### config.mk
export PLATFORM = sky130hd
export DESIGN_NAME = wiper_pos_reg
export DESIGN_NICKNAME = d
export VERILOG_FILES = /design/src/rtl/wpr_pkg.sv /design/src/rtl/wpr_load_mux.sv /design/src/rtl/wpr_step.sv /design/src/rtl/wpr_tap_decode.sv /design/src/rtl/wiper_pos_reg.sv
export SDC_FILE = /design/constraint.sdc
export NUM_CORES = 1
export LEC_CHECK = 0
export ABC_AREA = 1
export BUFFER_PORTS_ARGS = -buffer_cell sky130_fd_sc_hd__clkbuf_2
export CAP_MARGIN = 20
export CORE_MARGIN = 2
export CORE_UTILIZATION = 42
export CTS_CLUSTER_DIAMETER = 200
export DETAILED_ROUTE_END_ITERATION = 10
export HOLD_SLACK_MARGIN = 0.03
export PLACE_DENSITY = 0.88
export SKIP_LAST_GASP = 1
export SYNTH_ARGS = -nofsm -noshare
export SYNTH_HDL_FRONTEND = slang
export SYNTH_SLANG_ARGS = --single-unit
export TNS_END_PERCENT = 100
### constraint.sdc
create_clock -name clk -period 2.91 [get_ports clk]
set_clock_uncertainty 0.1 [all_clocks]
set_input_delay 0.582 -clock clk [delete_from_list [all_inputs] [get_ports clk]]
set_output_delay 0.582 -clock clk [all_outputs]
set_load 0.005 [all_outputs]
### src/rtl/wpr_pkg.sv
package wpr_pkg;
    typedef enum logic [1:0] {
        SRC_HOLD   = 2'd0,
        SRC_RECALL = 2'd1,
        SRC_LOAD   = 2'd2,
        SRC_STEP   = 2'd3
    } wpr_src_e;
endpackage

### src/rtl/wpr_load_mux.sv
module wpr_load_mux #(
    parameter int POS_W  = 6,
    parameter int N_BANK = 4,
    localparam int SEL_W = $clog2(N_BANK)
) (
    input  logic                    wr_req_i,
    input  logic [POS_W-1:0]        wr_val_i,
    input  logic                    xfer_req_i,
    input  logic [SEL_W-1:0]        xfer_sel_i,
    input  logic [N_BANK*POS_W-1:0] bank_i,
    output logic                    load_req_o,
    output logic [POS_W-1:0]        load_val_o
);
    logic [POS_W-1:0] bank_pick;

    always_comb begin
        bank_pick = bank_i[xfer_sel_i*POS_W +: POS_W];
    end

    always_comb begin
        load_req_o = wr_req_i | xfer_req_i;
        // direct write outranks the bank transfer
        load_val_o = wr_req_i ? wr_val_i : bank_pick;
    end
endmodule

### src/rtl/wpr_step.sv
module wpr_step #(
    parameter int POS_W = 6
) (
    input  logic [POS_W-1:0] pos_i,
    input  logic             up_i,
    output logic [POS_W-1:0] pos_o
);
    localparam logic [POS_W-1:0] TOP = {POS_W{1'b1}};
    localparam logic [POS_W-1:0] BOT = '0;

    always_comb begin
        if (up_i) begin
            pos_o = (pos_i == TOP) ? TOP : pos_i + POS_W'(1);
        end else begin
            pos_o = (pos_i == BOT) ? BOT : pos_i - POS_W'(1);
        end
    end
endmodule

### src/rtl/wpr_tap_decode.sv
module wpr_tap_decode #(
    parameter int POS_W = 6,
    localparam int TAPS = 1 << POS_W
) (
    input  logic [POS_W-1:0] pos_i,
    output logic [TAPS-1:0]  sel_o
);
    for (genvar t = 0; t < TAPS; t++) begin : g_tap
        assign sel_o[t] = (pos_i == POS_W'(t));
    end
endmodule

### src/rtl/wiper_pos_reg.sv
module wiper_pos_reg #(
    parameter int POS_W  = 6,
    parameter int N_BANK = 4,
    parameter int RB_W   = 8,
    localparam int SEL_W = $clog2(N_BANK),
    localparam int TAPS  = 1 << POS_W
) (
    input  logic                    clk,
    input  logic                    rst_n,
    input  logic                    recall_req_i,
    input  logic [POS_W-1:0]        recall_val_i,
    input  logic                    wr_req_i,
    input  logic [POS_W-1:0]        wr_val_i,
    input  logic                    xfer_req_i,
    input  logic [SEL_W-1:0]        xfer_sel_i,
    input  logic [N_BANK*POS_W-1:0] bank_i,
    input  logic                    step_en_i,
    input  logic                    step_pulse_i,
    input  logic                    step_up_i,
    output logic [POS_W-1:0]        pos_o,
    output logic [TAPS-1:0]         tap_sel_o,
    output logic [RB_W-1:0]         rdback_o
);
    import wpr_pkg::*;

    typedef struct packed {
        logic [POS_W-1:0] pos;
    } wpr_state_t;

    wpr_state_t       st_d, st_q;
    wpr_src_e         src;
    logic             load_req;
    logic [POS_W-1:0] load_val;
    logic [POS_W-1:0] step_val;

    wpr_load_mux #(.POS_W(POS_W), .N_BANK(N_BANK)) u_load (
        .wr_req_i   (wr_req_i),
        .wr_val_i   (wr_val_i),
        .xfer_req_i (xfer_req_i),
        .xfer_sel_i (xfer_sel_i),
        .bank_i     (bank_i),
        .load_req_o (load_req),
        .load_val_o (load_val)
    );

    wpr_step #(.POS_W(POS_W)) u_step (
        .pos_i (st_q.pos),
        .up_i  (step_up_i),
        .pos_o (step_val)
    );

    wpr_tap_decode #(.POS_W(POS_W)) u_dec (
        .pos_i (st_q.pos),
        .sel_o (tap_sel_o)
    );

    always_comb begin
        st_d = st_q;
        if (recall_req_i) begin
            src = SRC_RECALL;
        end else if (load_req) begin
            src = SRC_LOAD;
        end else if (step_en_i && step_pulse_i) begin
            src = SRC_STEP;
        end else begin
            src = SRC_HOLD;
        end
        case (src)
            SRC_RECALL: st_d.pos = recall_val_i;
            SRC_LOAD:   st_d.pos = load_val;
            SRC_STEP:   st_d.pos = step_val;
            default:    st_d.pos = st_q.pos;
        endcase
    end

    always_ff @(posedge clk or negedge rst_n) begin
        if (!rst_n) begin
            st_q <= '0;
        end else begin
            st_q <= st_d;
        end
    end

    assign pos_o    = st_q.pos;
    assign rdback_o = RB_W'(st_q.pos);
endmodule

==> results of run 1 <==
per-layer routing:
layer	up-vias	global-route usage	wire length [um]
met4	0	0.0365	0
met1	865	0.287	1990
met5	-	0	0
li1	1086	-	-
met3	0	0.0269	313
met2	96	0.418	2320
cells in the mapped netlist, types with 3 or more instances:
library cell / count
sky130_fd_sc_hd__o21ai_0: 5
sky130_fd_sc_hd__a21oi_1: 12
sky130_fd_sc_hd__inv_2: 8
sky130_fd_sc_hd__nor2_1: 94
sky130_fd_sc_hd__buf_2: 4
sky130_fd_sc_hd__inv_1: 11
sky130_fd_sc_hd__nand2_1: 79
sky130_fd_sc_hd__ha_1: 4
sky130_fd_sc_hd__nand3_1: 27
sky130_fd_sc_hd__buf_4: 8
sky130_fd_sc_hd__nor2_2: 4
sky130_fd_sc_hd__dfrtp_1: 6
sky130_fd_sc_hd__o21ai_1: 3
kinds of logic (layout without fill, tap and decap cells):
group           after synthesis  count (layout)  synth area share
fa+ha+maj                     4               4            0.0356
other cells                   1               2           0.00267
simple gates                212             212             0.637
buf+inv                      37             145             0.134
compound gates               21              21            0.0774
xor+xnor                      1               1           0.00623
flops                         6               6             0.107
cell usage in the layout, fill, tap and decap left out, drive strengths merged:
cell | synthesis | layout
nor3 | 2 | 2
conb | 1 | 2
xnor2 | 1 | 1
ha | 4 | 4
nand2 | 81 | 81
dfrtp | 6 | 6
clkbuf | 2 | 124
inv | 19 | 19
clkinv | 2 | 2
o21ai | 9 | 9
a21oi | 12 | 12
nand4 | 1 | 1
nand3 | 28 | 28
nor2 | 100 | 100
final timing paths:
check,start,end,slack [ns],cells after the start
setup reg to reg,pos_o[5],pos_o[4],1.10,8
min in group clk,pos_o[1],pos_o[1],0.54,2
max in group asynchronous,rst_n,pos_o[3],2.50,1
hold / removal,rst_n,pos_o[2],0.06,1
setup / recovery,pos_o[0],tap_sel_o[24],0.46,7
hold reg to reg,pos_o[1],pos_o[1],0.54,2
stage by stage:
step	power, W	utilization
2_1_floorplan	0.000326	-
3_3_place_gp	0.000413	0.598
3_5_place_dp	0.000416	0.598
4_1_cts	0.000495	0.605
5_1_grt	0.000549	0.605
6_report	0.000493	0.605
power by group through the flow:
stage	clock [W]	combinational, W	sequential (W)
2_1_floorplan	0	0.000212	0.000115
3_3_place_gp	0	0.000286	0.000126
3_5_place_dp	0	0.000288	0.000128
4_1_cts	0.0000786	0.000289	0.000127
5_1_grt	0.0000876	0.000331	0.000131
6_report	0.0000760	0.000291	0.000126
layout make-up:
cell class / count / area (sq um) / share of cell area
multi-input cells: 240 / 1070 / 0.539
repair buffers: 121 / 606 / 0.305
flip-flops and latches: 6 / 150 / 0.0756
inverters: 21 / 78.8 / 0.0397
well taps: 46 / 57.6 / 0.0290
clock buffers: 3 / 22.5 / 0.0113
critical path: cells and delay by family, from the launching register on:
| family | cells | cell delay (ns) |
|---|---|---|
| fa+ha+maj | 1 | 0.30 |
| buf+inv | 3 | 0.36 |
| flops | 1 | 0.48 |
| simple gates | 3 | 0.38 |
==> results by stage, run 1 <==
Detailed routing:
- The count of nets left with antenna violations once routing finished came out at 0.
- For this block, the routed nets add up to 4620 um of wire.
- The detail-routed via count per cell is 4.68.
- Dividing the detail-routed wire length by the instance count gives 10.6 um.
- The final route contains 2047 vias.
- After detailed routing, the number of remaining DRC violations is 0.
- The total iterations of the first detailed-routing run is 4.
- The initial DRC count is 108.

Clocking:
- In this run the number of H-tree levels came out at 1.
- The tree is rooted in a sky130_fd_sc_hd__clkbuf_4.
- The clock latency at the later pin of the worst-skew pair is 0.24 ns.
- The number of setup buffers added after CTS is 0.
- The CTS tree is yes.
- Post-CTS repair changed the size of 0 cells.
- The CTS clock-pin slew for the worst setup and hold paths is 0.05 ns.
- The number of hold-repair buffers added at the cts stage is 0.
- The number of clock buffers added by TritonCTS is 3.
- The maximum count of clock buffers along a single path is 2.
- Clock tree synthesis found a total of 6 sinks.

STA:
- Setup repair after global routing left no endpoint under its margin.
- The fmax is 408 MHz.
- The final critical path time including I/O delays and setup is 2.45 ns.
- Across all hold checks on the routed design, the worst slack comes to 0.0572 ns.
- The relative max-transition margin is 0.579.
- The share of the cycle needed by the critical path after routing is 0.842.
- The number of slew-limit violations in the final report is 0.
- The total negative setup slack is 0 ns.
- The final-report hold violation count is 0.
- The number of setup violations in the final report is 0.
- For the pin with the worst max-slew slack, the measured transition is 0.631 ns.
- Setup slack on the critical path of the routed design comes to 0.460 ns.

Synth:
- The number of synthesis warnings is 0.
- Synthesis handed over a netlist of 282 instances.
- The largest area contributor in the synthesized netlist is sky130_fd_sc_hd__nor2_1.
- The register bit total from synthesis is 6.
- Ranked by total cell area, the synthesized netlist is headed by sky130_fd_sc_hd__nor2_1 25%, sky130_fd_sc_hd__nand2_1 21%, sky130_fd_sc_hd__dfrtp_1 11%, sky130_fd_sc_hd__nand3_1 9.6%, sky130_fd_sc_hd__a21oi_1 4.3%.
- For this run, the register share of the synthesized area comes to 0.107.
- A synthesized cell averages 4.99 sq um.
- The number of distinct library cells after synthesis is 25.
- In this run, synthesis inferred 0 flip-flops with an integrated enable.
- Of all flip-flops after synthesis, the portion carrying an async set or reset was 1.00.
- The primary flip-flop cell chosen by synthesis mapping is sky130_fd_sc_hd__dfrtp_1.
- The mapped netlist covers 1410 sq um.
- The fraction of post-synthesis cell area in the top cell type by area is 0.251.

Flow run:
- The max-cap check violation count is 0.

Power:
- The share of total power dissipated in the clock network is 0.154.
- The net switching share of the total power is 0.497.
- In this run the static leakage power is 1.17 nW.
- For this design the total switching power over the nets is 0.000245 W.
- The cell internal power dissipation is 0.000248 W.
- The maximum resistive drop on vdd is 0.134 mV.
- The combinational group share of total power is 0.589.
- Of the total power, registers draw 0.256.
- Power spread over the standard cell area amounts to 248 nW/um^2.

Cells and area:
- The antenna diode count is 0.
- The layout overhead on the synthesized area is 41.2%.
- Excluding fillers, the count of instances in the completed layout stands at 437.
- The net total in the final layout is 443.
- The register with the most flip-flops in the layout has 6 of them.
- In the final layout, the share of cells above drive strength 1 is 0.368.
- The final standard cell area without fillers is 1990 sq um.
- The filler cell count is 335.

Global route:
- The number of global-route vias before repair is 1551.
- The aggregate global routing overflow is 0.
- Entering global routing, the biggest net connects 19 pins.
- Across every metal layer, demand over resource in global routing totals 0.227.
- The initial antenna violation count is 0.
- The wire length of the first global-routing pass is 6670 um.

Worst setup path:
- STA classifies the critical path startpoint as a flip-flop.
- The kind of end point of the critical path is a primary output.
- The largest individual stage delay along the critical path comes from the cell sky130_fd_sc_hd__dfrtp_1.
- The delay of the slowest cell on the worst path is 0.48 ns.
- The peak fanout along the critical path is 8.
- The signal on the critical path passes through inv_2 -> ha_1 -> inv_1 -> nor2_2 -> nand2_1 -> nor2_1 -> clkbuf_2.
- The kind of critical path is reg2out.
- Data on the critical path arrives at its endpoint at 1.77 ns.
- The required time at the worst-slack endpoint is 2.23 ns.

Die:
- The area inside the core boundary is 3280 sq um.
- In this run the vertical extent of the chip is 61.9 um.
- The die span in x is 61.9 um.
- The initial standard-cell utilization of the core is 0.428.
- The placement row count is 21.
- The floorplan step defined a die boundary enclosing 3830 sq um.
- 124 I/O pins were placed.

Place:
- The count of buffers inserted at the top-level ports is 121.
- The placed instance count is 434.
- The HPWL reported at the end of detailed placement is 3830 um.
- The pre-CTS worst setup slack is 0.732 ns.
- In this run the cell area measured after placement is 1960 sq um.
- At the end of routability-driven placement, the weighted congestion stood at 0.916.

Run status:
- The flow ran to the end, and the final reports show no timing, DRC or antenna violations.

Min path:
- In this run the worst hold path is classified as in2async.
No activity file was read; power rests on OpenSTA's default activity.
==> inputs of run 2 (changes only) <==
Settings changed: ABC_AREA 1 to 0, CORE_UTILIZATION 42 to 33, PLACE_DENSITY 0.88 to 0.77.
Clock period 2.91 ns to 2.02 ns, I/O delays scaled along.
==> run 2 against run 1 <==
  * Sequential share of layout area down 0.30 points
  * Register-to-register slack got worse by 1.0 ns
  * Design area increased by 5.9%
  * Global-route usage is 0.54 points lower
  * Synthesized cell count decreased by 27%
  * Largest power group unchanged
  * Largest cell class unchanged
  * Worst setup slack lost 0.41 ns
  * Hold slack improved by 0.29 ns
  * Non-clock buffer count increased by 23
  * Routed wire length is 6.5% higher
  * Total power is 68% higher
  * Final cell count is 14% lower
==> results by stage, run 2 <==
Worst setup path:
- The terminus of the critical flop-to-flop path is pos_o[5].
- The worst reg-to-reg path cell count is 6 (-2).
- The critical path data arrival time was 1.47 ns (-0.30 ns).
- The source of the critical timing path is pos_o[0].
- The peak fanout along the critical path came to 5 (-3).
- The kind of end point of the critical path is a primary output.
- The setup slack of the worst register-to-register path is 0.09 ns (-1.01 ns).
- The required time at the worst-slack endpoint is 1.52 ns (-0.71 ns).
- The kind of critical path is reg2out.
- The most critical setup path has its endpoint at tap_sel_o[16].
- The worst flop-to-flop path startpoint is pos_o[0].
- The startpoint type of the worst setup path is a flip-flop.

Global route:
- The total global routing track utilization was 0.222 (-0.00541).
- The number of global-route vias before repair is 1718 (+11%).
- The aggregate global routing overflow is 0 (unchanged).
- The largest net degree at the start of global routing is 17 (-2).
- The initial antenna violation count is 0 (unchanged).
- The wire length of the first global-routing pass is 7650 um (+15%).

Die:
- The die outline area was 4440 sq um (+16%).
- The chip height was 66.6 um (+7.7%).
- The I/O pin total is 124 (unchanged).
- The initial standard-cell utilization of the core is 0.348 (-0.0797).
- The die span in x came to 66.6 um (+7.7%).
- The placement row count is 22 (+4.8%).
- The area inside the core boundary is 3720 sq um (+13%).

Place:
- The standard cell area after detailed placement came to 1930 sq um (-1.6%).
- The count of buffers inserted at the top-level ports came to 121 (unchanged).
- The pre-CTS worst setup slack is 0.138 ns (-0.594 ns).
- The HPWL reported at the end of detailed placement was 3960 um (+3.2%).
- The final weighted congestion of routability-driven global placement came to 0.860 (-6.1%).

Cells and area:
- The layout overhead on the synthesized area is 62.4%.
- In the layout the commonest cells are 119 x sky130_fd_sc_hd__clkbuf_2, 67 x sky130_fd_sc_hd__nor2_1, 22 x sky130_fd_sc_hd__nand2_1.
- The final standard cell area without fillers is 2100 sq um (+5.9%).
- The area taken by multi-input logic gates is 1040 sq um (-2.7%).
- Leaving out fill and tap cells, the most frequent cell in the layout is sky130_fd_sc_hd__clkbuf_2.
- The fraction of final layout cells with drive strength greater than 1 is 0.509 (+0.141).
- The antenna diode count is 0 (unchanged).
- The number of flip-flops under the largest register name is 6 (unchanged).
- The footprint of the flip-flops and latches came to 153 sq um (+1.7%).
- The net total in the final layout was 382 (-14%).
- The filler cell count is 381 (+14%).
- The post-layout utilization of the core was 0.566 (-0.0386).

Synth:
- The post-synthesis area per instance is 6.26 sq um (+25%).
- Sorting the synthesized cells by area gives the leading types as sky130_fd_sc_hd__nor2_1 20%, sky130_fd_sc_hd__dfrtp_1 12%, sky130_fd_sc_hd__nand2_1 6.4%, sky130_fd_sc_hd__buf_4 5.2%, sky130_fd_sc_hd__mux4_2 5.2%.
- The number of synthesized flops with an enable pin is 0 (unchanged).
- The primary flip-flop cell chosen by synthesis mapping is sky130_fd_sc_hd__dfrtp_1.
- The commonest cells after synthesis are 70 x sky130_fd_sc_hd__nor2_1, 22 x sky130_fd_sc_hd__nand2_1, 9 x sky130_fd_sc_hd__buf_4, 9 x sky130_fd_sc_hd__nand3_1.
- The cell with the most instances after synthesis is sky130_fd_sc_hd__nor2_1.
- The sequential-to-total area share from yosys stat is 0.116 (+0.00918).
- The number of distinct library cells after synthesis is 43 (+72%).
- The largest area contributor in the synthesized netlist is sky130_fd_sc_hd__nor2_1.
- The netlist area before placement came to 1290 sq um (-7.9%).
- The share of flip-flops with an asynchronous set or reset is 1.00 (unchanged).
- The register bit total from synthesis is 6 (unchanged).
- The number of synthesis warnings is 0 (unchanged).
- The fraction of post-synthesis cell area in the top cell type by area is 0.203 (-0.0480).
- The synthesized instance count was 207 (-27%).

STA:
- The number of slew-limit violations in the final report is 0 (unchanged).
- The transition at the pin with the smallest max-transition slack came to 0.532 ns (-0.0989 ns).
- The fmax is 507 MHz.
- Setup repair after global routing could not meet its margin everywhere.
- The smallest setup slack after layout is 0.0468 ns (-0.413 ns).
- The total negative setup slack is 0 ns (unchanged).
- The final critical path time including I/O delays and setup is 1.97 ns.
- The relative max-transition margin was 0.644 (+0.0650).
- The number of setup violations in the final report is 0 (unchanged).
- The final-report hold violation count came to 0 (unchanged).
- Of the available clock period, the critical path in the final layout requires 0.977.

Power:
- The total leakage power came to 1.09 nW (-7.3%).
- The maximum resistive drop on vdd was 0.193 mV (+44%).
- The switching power came to 0.000339 W (+38%).
- The total power divided by cell area was 393 nW/um^2 (+58%).
- The combinational group share of total power is 0.582 (-0.007).
- The total power was 0.000827 W (+68%).
- The register share of total power is 0.195 (-0.061).
- The net switching share of the total power is 0.410 (-0.0872).
- The relative contribution of the clock network to total power is 0.224 (+0.070).
- The cell internal power dissipation is 0.000488 W (+97%).

Run status:
- The run finished with clean final reports.

Detailed routing:
- The average wire length per cell after detail routing was 13.0 um (+23%).
- The detail-routed via count per cell was 5.08 (+8.5%).
- The total wire length after detailed routing was 4910 um (+6.5%).
- The number of antenna-violating nets in the routed design came to 0 (unchanged).
- The initial DRC count is 87 (-19%).
- The total iterations of the first detailed-routing run was 5 (+1).
- The number of remaining DRC errors is 0 (unchanged).
- The total via count after detailed routing is 1921 (-6.2%).

Clocking:
- The CTS clock-pin slew for the worst setup and hold paths is 0.03 ns (-0.02 ns).
- The number of clock buffers inserted by TritonCTS is 3 (unchanged).
- The maximum count of clock buffers along a single path is 2 (unchanged).
- The cell at the root of the clock tree is sky130_fd_sc_hd__clkbuf_8.
- The maximum level of the CTS H-tree was 1 (unchanged).
- The clock latency at the later pin of the worst-skew pair is 0.23 ns (about the same).
- The CTS tree is yes.
- The number of sinks on the clock net is 6 (unchanged).

Flow run:
- The max-cap check violation count is 0 (unchanged).

Min path:
- The type of the tightest min-delay check is in2reg.
[run 2: cell count changes in the layout (fill, tap and decap cells not counted), moves of 4 or more]
cell	previous run	this run
sky130_fd_sc_hd__nand3_1	27	8
sky130_fd_sc_hd__mux2i_1	0	6
sky130_fd_sc_hd__nor2_1	94	67
sky130_fd_sc_hd__inv_1	11	3
sky130_fd_sc_hd__nor3_1	1	5
sky130_fd_sc_hd__a21oi_1	12	0
sky130_fd_sc_hd__buf_4	0	20
sky130_fd_sc_hd__nand2_1	79	22
sky130_fd_sc_hd__o22ai_1	0	4
sky130_fd_sc_hd__inv_2	8	2
[run 2: critical path, cell delays in order, from the launching register on]
cell	delay (ns)
sky130_fd_sc_hd__dfrtp_1	0.39
sky130_fd_sc_hd__inv_2	0.09
sky130_fd_sc_hd__ha_4	0.13
sky130_fd_sc_hd__or3b_4	0.42
sky130_fd_sc_hd__nor2_1	0.10
sky130_fd_sc_hd__buf_2	0.12
[run 2: final cells by class]
type,count,share of cell area
Clock buffer,3,0.0196
Inverter,5,0.00892
Multi-Input combinational cell,172,0.496
Sequential cell,6,0.0726
Tap cell,48,0.0286
Timing Repair Buffer,144,0.375
[run 2: repair_timing]
action	4_1_cts	5_1_grt
hold buffers	1	0
hold endpoints to repair	6	0
buffers inserted	1	7
gates resized for setup	4	18
pin swaps	0	5
endpoints found under the setup margin	31	55
[run 2: per-stage QoR]
step | hold WS [ns] | std cells
5_1_grt | 0.357 | 378
4_1_cts | 0.340 | 371
6_report | 0.349 | 378
3_3_place_gp | 0.144 | 366
2_1_floorplan | 0.00841 | 208
3_5_place_dp | 0.139 | 366
[run 2: power groups by stage]
stage	Clock, W	Combinational, W	Sequential [W]
2_1_floorplan	0	0.000266	0.000157
3_3_place_gp	0	0.000420	0.000157
3_5_place_dp	0	0.000427	0.000158
4_1_cts	0.000188	0.000436	0.000158
5_1_grt	0.000196	0.000529	0.000165
6_report	0.000185	0.000481	0.000161
[run 2: how the worst min path moves through the flow]
| stage | from | to | slack [ns] | depth (start not counted) |
|---|---|---|---|---|
| 2_1_floorplan | rst_n | pos_o[0] | 0.008 | 0 |
| 3_3_place_gp | rst_n | pos_o[3] | 0.14 | 1 |
| 3_5_place_dp | rst_n | pos_o[3] | 0.14 | 1 |
| 4_1_cts | wr_val_i[3] | pos_o[3] | 0.34 | 3 |
| 5_1_grt | recall_val_i[4] | pos_o[4] | 0.36 | 3 |
| 6_report | wr_val_i[3] | pos_o[3] | 0.35 | 3 |
[run 2: cells by family after synthesis]
group,after synthesis,synth area share
flops,6,0.116
xor+xnor,1,0.00676
mux,9,0.0985
compound gates,34,0.200
fa+ha+maj,4,0.0386
simple gates,122,0.416
other cells,1,0.00290
buf+inv,30,0.121
[run 2: per-layer routing]
layer	GRT usage	vias to the layer above	part of all wire
met5	0	-	0
met4	0.0816	0	0.011
met3	0.0169	5	0.076
met2	0.414	92	0.52
met1	0.261	871	0.39
li1	-	953	-
